File: config.mk
export PLATFORM = sky130hd
export DESIGN_NAME = i2cAddrMatch
export DESIGN_NICKNAME = d
export VERILOG_FILES = /design/src/rtl/i2cAddrPkg.sv /design/src/rtl/i2cAddrDp.sv /design/src/rtl/i2cAddrCtl.sv /design/src/rtl/i2cAddrMatch.sv
export SDC_FILE = /design/constraint.sdc
export NUM_CORES = 1
export LEC_CHECK = 0
export ABC_AREA = 1
export BUFFER_PORTS_ARGS = -buffer_cell sky130_fd_sc_hd__buf_2
export CORE_MARGIN = 3
export CORE_UTILIZATION = 33
export CTS_CLUSTER_SIZE = 16
export DETAILED_ROUTE_END_ITERATION = 6
export PLACE_DENSITY = 0.58
export SLEW_MARGIN = 20
export SYNTH_ARGS = -nofsm -noshare
export SYNTH_HDL_FRONTEND = slang
export SYNTH_SLANG_ARGS = --single-unit
File: constraint.sdc
create_clock -name clk -period 2.62 [get_ports clk]
set_clock_uncertainty 0.1 [all_clocks]
set_input_delay 0.262 -clock clk [delete_from_list [all_inputs] [get_ports clk]]
set_output_delay 0.262 -clock clk [all_outputs]
set_load 0.03 [all_outputs]
File: src/rtl/i2cAddrPkg.sv
package i2cAddrPkg;

  typedef enum logic [2:0] {
    ST_IDLE,
    ST_ADDR_HI,
    ST_ADDR_LO,
    ST_ARM,
    ST_ACK,
    ST_DATA,
    ST_SKIP
  } tgtState_e;

  // strobes from control to datapath
  typedef struct packed {
    logic shiftEn;
    logic clrCnt;
    logic setAck;
    logic relAck;
    logic byteOut;
    logic hitOut;
    logic hitRead;
  } ctrlStrb_t;

  // conditions reported by datapath to control
  typedef struct packed {
    logic startDet;
    logic stopDet;
    logic sclFall;
    logic byteRdy;
    logic hit7;
    logic read7;
    logic hit10Hi;
    logic hit10Lo;
  } dpStat_t;

endpackage

File: src/rtl/i2cAddrDp.sv
module i2cAddrDp
  import i2cAddrPkg::*;
#(
  parameter int BYTE_W      = 8,
  parameter int ADDR_W      = 10,
  parameter int SYNC_STAGES = 2
) (
  input  logic              clk,
  input  logic              rstN,
  input  logic              sclIn,
  input  logic              sdaIn,
  input  logic [ADDR_W-1:0] cfgAddr,
  input  ctrlStrb_t         strb,
  output dpStat_t           stat,
  output logic              sclSync,
  output logic              sdaPullLow,
  output logic [BYTE_W-1:0] rxData,
  output logic              rxValid,
  output logic              addrHit,
  output logic              addrRead
);

  localparam int          CNT_W   = $clog2(BYTE_W);
  localparam int          HI_W    = ADDR_W - BYTE_W;
  localparam int          TAG_W   = 5;
  localparam logic [CNT_W-1:0] LAST_BIT = CNT_W'(BYTE_W - 1);
  localparam logic [TAG_W-1:0] TEN_TAG  = 5'b11110;

  logic [SYNC_STAGES-1:0] sclPipe, sdaPipe;
  logic                   sclPrev, sdaPrev;
  logic                   sclS, sdaS;
  logic                   sclRise;
  logic [BYTE_W-1:0]      shiftReg;
  logic [CNT_W-1:0]       bitCnt;
  logic                   byteRdyQ;

  // bus idles high, so the synchronizer resets to 1
  always_ff @(posedge clk or negedge rstN) begin
    if (!rstN) begin
      sclPipe <= '1;
      sdaPipe <= '1;
      sclPrev <= 1'b1;
      sdaPrev <= 1'b1;
    end else begin
      sclPipe <= {sclPipe[SYNC_STAGES-2:0], sclIn};
      sdaPipe <= {sdaPipe[SYNC_STAGES-2:0], sdaIn};
      sclPrev <= sclS;
      sdaPrev <= sdaS;
    end
  end

  assign sclS    = sclPipe[SYNC_STAGES-1];
  assign sdaS    = sdaPipe[SYNC_STAGES-1];
  assign sclSync = sclS;
  assign sclRise = sclS & ~sclPrev;

  // bit collection, MSB first, one bit per rising SCL
  always_ff @(posedge clk or negedge rstN) begin
    if (!rstN) begin
      shiftReg  <= '0;
      bitCnt    <= '0;
      byteRdyQ  <= 1'b0;
    end else begin
      byteRdyQ <= 1'b0;
      if (strb.clrCnt) begin
        bitCnt <= '0;
      end else if (strb.shiftEn && sclRise) begin
        shiftReg <= {shiftReg[BYTE_W-2:0], sdaS};
        if (bitCnt == LAST_BIT) begin
          bitCnt   <= '0;
          byteRdyQ <= 1'b1;
        end else begin
          bitCnt <= bitCnt + 1'b1;
        end
      end
    end
  end

  // acknowledge driver: only ever pulls low
  always_ff @(posedge clk or negedge rstN) begin
    if (!rstN) begin
      sdaPullLow <= 1'b0;
    end else if (strb.relAck) begin
      sdaPullLow <= 1'b0;
    end else if (strb.setAck) begin
      sdaPullLow <= 1'b1;
    end
  end

  // byte and address strobes toward the client
  always_ff @(posedge clk or negedge rstN) begin
    if (!rstN) begin
      rxValid  <= 1'b0;
      rxData   <= '0;
      addrHit  <= 1'b0;
      addrRead <= 1'b0;
    end else begin
      rxValid <= strb.byteOut;
      addrHit <= strb.hitOut;
      if (strb.byteOut) rxData   <= shiftReg;
      if (strb.hitOut)  addrRead <= strb.hitRead;
    end
  end

  always_comb begin
    stat          = '0;
    stat.startDet = sclS & sclPrev & sdaPrev & ~sdaS;
    stat.stopDet  = sclS & sclPrev & ~sdaPrev & sdaS;
    stat.sclFall  = ~sclS & sclPrev;
    stat.byteRdy  = byteRdyQ;
    stat.hit7     = (shiftReg[BYTE_W-1:1] == cfgAddr[BYTE_W-2:0]);
    stat.read7    = shiftReg[0];
    stat.hit10Hi  = (shiftReg[BYTE_W-1 -: TAG_W] == TEN_TAG) &&
                    (shiftReg[HI_W:1] == cfgAddr[ADDR_W-1 -: HI_W]) &&
                    !shiftReg[0];
    stat.hit10Lo  = (shiftReg == cfgAddr[BYTE_W-1:0]);
  end

endmodule

File: src/rtl/i2cAddrCtl.sv
module i2cAddrCtl
  import i2cAddrPkg::*;
(
  input  logic      clk,
  input  logic      rstN,
  input  logic      cfgTenBit,
  input  dpStat_t   stat,
  output ctrlStrb_t strb,
  output logic      inSkip
);

  tgtState_e state, stateNxt;
  tgtState_e afterAck, afterAckNxt;

  always_ff @(posedge clk or negedge rstN) begin
    if (!rstN) begin
      state    <= ST_IDLE;
      afterAck <= ST_IDLE;
    end else begin
      state    <= stateNxt;
      afterAck <= afterAckNxt;
    end
  end

  always_comb begin
    strb        = '0;
    stateNxt    = state;
    afterAckNxt = afterAck;
    if (stat.startDet && state != ST_SKIP) begin
      // START or repeated START opens a new address phase
      stateNxt     = ST_ADDR_HI;
      strb.clrCnt  = 1'b1;
      strb.relAck  = 1'b1;
    end else if (stat.stopDet) begin
      stateNxt     = ST_IDLE;
      strb.clrCnt  = 1'b1;
      strb.relAck  = 1'b1;
    end else begin
      unique case (state)
        ST_ADDR_HI: begin
          strb.shiftEn = 1'b1;
          if (stat.byteRdy) begin
            if (cfgTenBit) begin
              if (stat.hit10Hi) begin
                stateNxt    = ST_ARM;
                afterAckNxt = ST_ADDR_LO;
              end else begin
                stateNxt = ST_SKIP;
              end
            end else if (stat.hit7) begin
              stateNxt     = ST_ARM;
              strb.hitOut  = 1'b1;
              strb.hitRead = stat.read7;
              afterAckNxt  = stat.read7 ? ST_SKIP : ST_DATA;
            end else begin
              stateNxt = ST_SKIP;
            end
          end
        end
        ST_ADDR_LO: begin
          strb.shiftEn = 1'b1;
          if (stat.byteRdy) begin
            if (stat.hit10Lo) begin
              stateNxt    = ST_ARM;
              strb.hitOut = 1'b1;
              afterAckNxt = ST_DATA;
            end else begin
              stateNxt = ST_SKIP;
            end
          end
        end
        ST_DATA: begin
          strb.shiftEn = 1'b1;
          if (stat.byteRdy) begin
            stateNxt     = ST_ARM;
            strb.byteOut = 1'b1;
            afterAckNxt  = ST_DATA;
          end
        end
        ST_ARM: begin
          if (stat.sclFall) begin
            strb.setAck = 1'b1;
            stateNxt    = ST_ACK;
          end
        end
        ST_ACK: begin
          if (stat.sclFall) begin
            strb.relAck = 1'b1;
            strb.clrCnt = 1'b1;
            stateNxt    = afterAck;
          end
        end
        default: ;
      endcase
    end
  end

  assign inSkip = (state == ST_SKIP);

endmodule

File: src/rtl/i2cAddrMatch.sv
module i2cAddrMatch
  import i2cAddrPkg::*;
#(
  parameter int BYTE_W      = 8,
  parameter int ADDR_W      = 10,
  parameter int SYNC_STAGES = 2
) (
  input  logic              clk,
  input  logic              rstN,
  input  logic              sclIn,
  input  logic              sdaIn,
  input  logic              cfgTenBit,
  input  logic [ADDR_W-1:0] cfgAddr,
  output logic              sdaPullLow,
  output logic              rxValid,
  output logic [BYTE_W-1:0] rxData,
  output logic              addrHit,
  output logic              addrRead
);

  ctrlStrb_t strb;
  dpStat_t   stat;
  logic      sclSync;
  logic      inSkip;

  i2cAddrDp #(
    .BYTE_W     (BYTE_W),
    .ADDR_W     (ADDR_W),
    .SYNC_STAGES(SYNC_STAGES)
  ) u_dp (
    .clk       (clk),
    .rstN      (rstN),
    .sclIn     (sclIn),
    .sdaIn     (sdaIn),
    .cfgAddr   (cfgAddr),
    .strb      (strb),
    .stat      (stat),
    .sclSync   (sclSync),
    .sdaPullLow(sdaPullLow),
    .rxData    (rxData),
    .rxValid   (rxValid),
    .addrHit   (addrHit),
    .addrRead  (addrRead)
  );

  i2cAddrCtl u_ctl (
    .clk      (clk),
    .rstN     (rstN),
    .cfgTenBit(cfgTenBit),
    .stat     (stat),
    .strb     (strb),
    .inSkip   (inSkip)
  );

endmodule

==> summary.md, run 1 <==
| Metric | Value |
|---|---|
| Fraction of layout cells with a size suffix above 1 | `0.220` |
| Met2 wire len | `1.57 mm` |
| YS warnings | `0` |
| Synth Instances | `243` |
| Status | `completed` |
| Layout Cells excl Fill | `347` |
| Critical Path Fanout Max | `23` |
| FILL cells | `565` |
| Via count | `1553` |
| Root Driver | `clkbuf_8` |
| CP max stage delay | `0.45 ns` |
| #FFs+latches synth | `36` |
| Leak | `1.19 nW` |
| GPL Wtd Cong | `0.871` |
| Gr usage total | `0.138` |
| Mapped Area | `1900 µm²` |
| Pin count of the biggest net entering global routing | `37` |
| Relative slew slack | `0.466` |
| Multi-input gate area | `823 µm²` |
| Main combinational cell family by area after synthesis | `simple AND/OR/NAND/NOR gates` |
| P&R area growth vs syn | `16.7%` |
| Crit-path cells | `nor2_2, nand2_1, nand2_2, nand3_2, o31ai_1` |
| Mux share of post-synthesis cell area | `0` |
| Post-route DRC | `0` |
| CTS buffer count | `5` |
| Gr ovfl total | `0` |
| Final slew viol count | `0` |
| Crit. End Element | `register` |
| HPWL Detailed | `2.93 mm` |
| Seq/Total Area, Yosys | `0.479` |
| Critical Path RT | `2.70 ns` |
| Met1 Wirelength | `2.13 mm` |
| Die Y | `81.8 µm` |
| Die area | `6690 µm²` |
| Seq. cell area | `908 µm²` |
| Most frequent cells in the layout | `nand2_1, inv_1, dfrtp_1` |
| Initial Util | `0.355` |
| Synth Area in Simple Gates | `0.296` |
| Max Used Layer | `met4` |
| Post-Synth XOR/XNOR Area | `0.0139` |
| PortBufs | `26` |
| Global-route wire length before repair | `7.09 mm` |
| Synth cell types | `27` |
| Post-cts sizing count | `0` |
| ANT nets after route | `0` |
| Slowest cell on crit path | `dfrtp_1` |
| Arrival @ worst endpoint | `1.75 ns` |
| Number of diodes | `0` |
| Kind of critical path | `register to register` |
| Nets | `293` |
| # rows | `26` |
| Routed wl met3 | `183 µm` |
| Core area | `5340 µm²` |
| CTS tree | `yes` |
| Setup TNS | `0 ns` |
| Worst skew pair latency | `0.28 ns` |
| Fmax | `602 MHz` |
| Initial DRC Count | `101` |
| Power Total | `1.92 mW` |
| Dpl cells | `336` |
| Commonest non-fill, non-tap cell in the layout | `nand2_1` |
| Initial antenna violation count | `0` |
| Net count after synthesis | `260` |
| Routed len/inst | `11.3 µm` |
| Mean post-synth cell area | `7.80 µm²` |
| Startpoint types | `register` |
| Pwr/cell area | `866 nW/µm²` |
| Clock sink count | `36` |
| Worst Max-Slew Pin Slew | `0.801 ns` |
| Tmin final | `1.66 ns` |
| Clk pin slew, worst setup/hold paths | `0.07 ns` |
| H-tree depth | `2` |
| Final Hold Viols | `0` |
| VDD IR max | `0.371 mV` |
| Post-synthesis adder-cell area fraction | `0.0132` |
| Hold Crit Class | `register to register` |
| Setup violations, final | `0` |
| RSZ-0062 raised after global routing | `false` |
| Via/cell ratio | `4.48` |
| Tcrit/Tclk final | `0.634` |
| Final WL | `3.92 mm` |
| Die W | `81.8 µm` |
| Clock Path Buffers | `2` |
| I/O Pins | `27` |
| Number of global-route vias before repair | `1545` |
| # Max-Cap Violations | `0` |
| First drt pass iteration count | `4` |
| Post-synthesis compound-gate area fraction | `0.112` |
==> metrics by stage <==
step           cell area [µm²]  hold WS [ns]  setup WS [ns]  utilization
2_1_floorplan             1900        -0.134           1.16            -
3_3_place_gp              2090         0.245           1.01        0.392
3_5_place_dp              2090         0.247          0.949        0.392
4_1_cts                   2210         0.258          0.953        0.415
5_1_grt                   2210         0.266          0.768        0.415
6_report                  2210         0.255          0.958        0.415
==> cell type report <==
| class | instances | share of cell area |
|---|---|---|
| Tap cell | 70 | 0.0396 |
| Sequential cell | 36 | 0.411 |
| Clock buffer | 8 | 0.0407 |
| Inverter | 38 | 0.0645 |
| Multi-Input combinational cell | 166 | 0.372 |
| Timing Repair Buffer | 29 | 0.0724 |
==> cell usage after synthesis (all sizes together) <==
master,n,area [µm²]
a21boi,1,7.51
a21oi,3,15.0
buf,3,21.3
dfrtp,30,751
dfstp,6,158
ha,2,25.0
inv,38,143
nand2,84,330
nand3,19,120
nand4,2,18.8
nor2,21,81.3
nor3,2,10.0
o211ai,1,7.51
o21ai,25,159
o22ai,1,6.26
o2bb2ai,1,8.76
o31ai,1,7.51
xnor2,3,26.3
==> logic make-up (layout without fill, tap and decap cells) <==
logic type | count (synthesis) | count (layout)
AND/OR/NAND/NOR | 128 | 128
buffers and inverters | 41 | 75
flip-flops | 36 | 36
AO/OA/AOI/OAI | 33 | 33
XOR/XNOR | 3 | 3
adder cells (fa/ha/maj) | 2 | 2
==> power breakdown <==
| group | switching (mW) | internal [mW] | total, mW |
|---|---|---|---|
| clock | 0.185 | 0.214 | 0.399 |
| sequential | 0.112 | 0.671 | 0.784 |
| combinational | 0.483 | 0.250 | 0.732 |
==> registers in the layout, indices dropped and copies added, names as in the netlist, 2 cells and up <==
signal          flops
u_dp.sdaPipe        2
u_ctl.afterAck      3
u_dp.rxData         8
u_dp.bitCnt         3
u_dp.sclPipe        2
u_dp.shiftReg       8
u_ctl.state         3
==> critical path: cells and delay by family, from the launching register on <==
family	cells	cell delay, ns
AO/OA/AOI/OAI	1	0.32
AND/OR/NAND/NOR	4	0.71
flip-flops	1	0.45
==> final timing paths <==
path / startpoint / to / slack, ns / cells after the start
max: u_ctl.state[2]$_DFFE_PN0P_ / u_dp.bitCnt[0]$_DFFE_PN0P_ / 0.96 / 5
min: u_dp.sclPipe[0]$_DFF_PN1_ / u_dp.sclPipe[1]$_DFF_PN1_ / 0.26 / 0
max reg2reg: u_ctl.state[2]$_DFFE_PN0P_ / u_dp.bitCnt[0]$_DFFE_PN0P_ / 0.96 / 5
min reg2reg: u_dp.sclPipe[0]$_DFF_PN1_ / u_dp.sclPipe[1]$_DFF_PN1_ / 0.26 / 0
max in group asynchronous: rstN / u_ctl.state[2]$_DFFE_PN0P_ / 1.40 / 2
min in group asynchronous: rstN / u_dp.shiftReg[5]$_DFFE_PN0P_ / 0.50 / 2
==> routing by layer <==
metal | GRT usage | vias up
met5 | 0 | -
met4 | 0.0532 | 0
met3 | 0.0340 | 4
met2 | 0.200 | 28
met1 | 0.197 | 696
li1 | - | 825
==> timing repair <==
action                                 4_1_cts  5_1_grt
setup buffers                                0        0
endpoints found under the hold margin       32        0
hold buffers                                 3        0
Note: power is estimated with default switching activity, not from simulation.
==> run 2: changes to the inputs <==
--- a/config.mk
+++ b/config.mk
@@ -11,7 +11,7 @@
 export CORE_UTILIZATION = 33
 export CTS_CLUSTER_SIZE = 16
 export DETAILED_ROUTE_END_ITERATION = 6
-export PLACE_DENSITY = 0.58
+export PLACE_DENSITY = 0.6
 export SLEW_MARGIN = 20
 export SYNTH_ARGS = -nofsm -noshare
 export SYNTH_HDL_FRONTEND = slang
==> constraint.sdc (replaced) <==
create_clock -name clk -period 1.4 [get_ports clk]
set_clock_uncertainty 0.1 [all_clocks]
set_input_delay 0.14 -clock clk [delete_from_list [all_inputs] [get_ports clk]]
set_output_delay 0.14 -clock clk [all_outputs]
set_load 0.03 [all_outputs]
==> run 2 against run 1 <==
The run now ends with negative setup slack left. Fmax increased by 7.3%. Routed wire length increased by 32%. Global-route usage rose by 0.17 points. Via count up 21%. Clock power rose to 3.2 times the previous value. Largest power group is now combinational cells. Utilization increased by 17 points. Count of clock-buffer cells in the layout is 3 lower. Power grew to 3.0 times the previous value. Critical path depth is 2 higher. Sequential share of layout area fell by 12 points. Final area up 40%.
==> summary.md, run 2 (synthesis gave the netlist of run 1 again) <==
| Metric | Value |
|---|---|
| First drt pass iteration count | `5` |
| Biggest regs | `u_dp.rxData (8), u_dp.shiftReg (8)` |
| Critical Path RT | `1.51 ns` |
| Clock sink count | `36` |
| WHS | `0.144 ns` |
| Final WL | `5.18 mm` |
| Pwr/cell area | `1840 nW/µm²` |
| Most frequent cells in the layout | `nand2_1, buf_4, dfrtp_1` |
| Dpl ws | `-0.129 ns` |
| Post-route DRC | `0` |
| Gr ovfl total | `0` |
| FILL cells | `462` |
| Tcrit/Tclk final | `1.11` |
| Finished Core Util | `0.580` |
| Die area | `6690 µm²` |
| Fraction of layout cells with a size suffix above 1 | `0.552` |
| Initial antenna violation count | `0` |
| Worst skew pair latency | `0.29 ns` |
| Failing checks | `negative setup slack` |
| # rows | `26` |
| Final Hold Viols | `0` |
| Startpoint types | `register` |
| Crit. End Element | `register` |
| Gr usage total | `0.140` |
| Hold Crit Class | `input pin to register` |
| Die W | `81.8 µm` |
| P&R area growth vs syn | `63.4%` |
| CP Launch Point | `u_ctl.state[1]$_DFFE_PN0P_` |
| Worst r2r path cells | `7` |
| Reg2reg end | `u_dp.bitCnt[0]$_DFFE_PN0P_` |
| Nets | `344` |
| Relative slew slack | `0.701` |
| Die Y | `81.8 µm` |
| I/O Pins | `27` |
| Clock Path Buffers | `2` |
| Initial Util | `0.355` |
| Clk pin slew, worst setup/hold paths | `0.07 ns` |
| Initial DRC Count | `64` |
| WP depth | `7` |
| Status | `finished with violations` |
| HPWL Detailed | `3.23 mm` |
| Crit-path cells | `inv_2, nor2_4, nand2_2, nand2_4, nand3_4, clkbuf_16, o31ai_4` |
| Setup TNS | `-2.04 ns` |
| Core area | `5340 µm²` |
| Critical Path Fanout Max | `6` |
| Via count | `1874` |
| Root Driver | `clkbuf_8` |
| Number of diodes | `0` |
| Setup violations, final | `28` |
| ANT nets after route | `0` |
| Pin count of the biggest net entering global routing | `24` |
| Number of global-route vias before repair | `1576` |
| Min setup slack post-route | `-0.149 ns` |
| Global-route wire length before repair | `7.04 mm` |
| Via/cell ratio | `4.71` |
| Most Used Layer, Global Route | `met2` |
| Worst Max-Slew Pin Slew | `0.449 ns` |
| Tmin final | `1.55 ns` |
| CTS buffer count | `5` |
| GPL Wtd Cong | `0.821` |
| CP max stage delay | `0.43 ns` |
| Kind of critical path | `register to register` |
| Leak | `1.54 nW` |
| Final slew viol count | `0` |
| H-tree depth | `2` |
| Crit path max-delay family | `simple AND/OR/NAND/NOR gates` |
| # Max-Cap Violations | `0` |
| Fmax | `645 MHz` |
| VDD IR max | `0.944 mV` |
| PortBufs | `26` |
| Slowest cell on crit path | `dfrtp_1` |
| GR Layer Usage met2 | `0.226` |
| RSZ-0062 raised after global routing | `true` |
| Arrival @ worst endpoint | `1.66 ns` |
| CTS tree | `yes` |
| FF-to-FF Start | `u_ctl.state[1]$_DFFE_PN0P_` |
| CP bufs+invs | `2` |
| GRT met3 Usage | `0.0384` |
| Global Route met1 Usage | `0.180` |
| Routed len/inst | `13.0 µm` |
| Power Total | `5.71 mW` |
| R2R Setup Slk | `-0.15 ns` |
| Crit path capture | `u_dp.bitCnt[0]$_DFFE_PN0P_` |
| Commonest non-fill, non-tap cell in the layout | `nand2_1` |
-- run 2: changes by cell type in the layout (fill, tap and decap cells not counted), sizes merged --
cell,before,now
nand2,84,85
clkbuf,8,7
buf,26,74
bufinv,0,3
-- run 2: timing repair --
| item | 4_1_cts | 5_1_grt |
|---|---|---|
| hold buffers | 3 | 0 |
| buffers inserted | 3 | 7 |
| gates cloned | 0 | 4 |
| resized for setup | 19 | 81 |
| pin swaps | 9 | 13 |
| hold endpoints to repair | 14 | 0 |
| setup endpoints to repair | 29 | 30 |
-- run 2: tightest hold or removal path, cell delays in order --
cell and delay, ns:
buf_2 0.12, inv_1 0.06, nor2_1 0.10, o21ai_1 0.07
-- run 2: cell type report --
| cell class | count | area (µm²) | area share |
|---|---|---|---|
| flip-flops and latches | 36 | 911 | 0.294 |
| well taps | 70 | 87.6 | 0.0283 |
| clock inverters | 3 | 90.1 | 0.0291 |
| multi-input cells | 167 | 1180 | 0.381 |
| inverters | 38 | 148 | 0.0477 |
| clock buffers | 5 | 68.8 | 0.0222 |
| repair buffers | 79 | 611 | 0.197 |
-- run 2: layer usage --
| layer | share of wire | vias up |
|---|---|---|
| li1 | - | 930 |
| met1 | 0.42 | 875 |
| met2 | 0.50 | 50 |
| met3 | 0.045 | 19 |
| met4 | 0.035 | 0 |
| met5 | 0 | - |
-- run 2: worst min path at each step --
| stage | startpoint | depth (start not counted) | end |
|---|---|---|---|
| 2_1_floorplan | rstN | 0 | u_ctl.afterAck[0]$_DFFE_PN0P_ |
| 3_3_place_gp | rstN | 1 | u_dp.bitCnt[2]$_DFFE_PN0P_ |
| 4_1_cts | cfgTenBit | 4 | u_ctl.afterAck[2]$_DFFE_PN0P_ |
| 6_report | cfgTenBit | 4 | u_ctl.afterAck[2]$_DFFE_PN0P_ |
| 5_1_grt | cfgTenBit | 4 | u_ctl.afterAck[2]$_DFFE_PN0P_ |
| 3_5_place_dp | rstN | 1 | u_dp.bitCnt[2]$_DFFE_PN0P_ |
-- run 2: stage by stage --
stage,area (µm²),instances
4_1_cts,2680,387
5_1_grt,3100,398
3_3_place_gp,2420,373
6_report,3100,398
2_1_floorplan,1920,243
3_5_place_dp,2420,373
-- run 2: report_power, final --
part / switching, mW / total (mW) / internal (mW)
Clock: 0.382 / 1.27 / 0.891
Sequential: 0.249 / 1.51 / 1.26
Combinational: 1.56 / 2.93 / 1.37
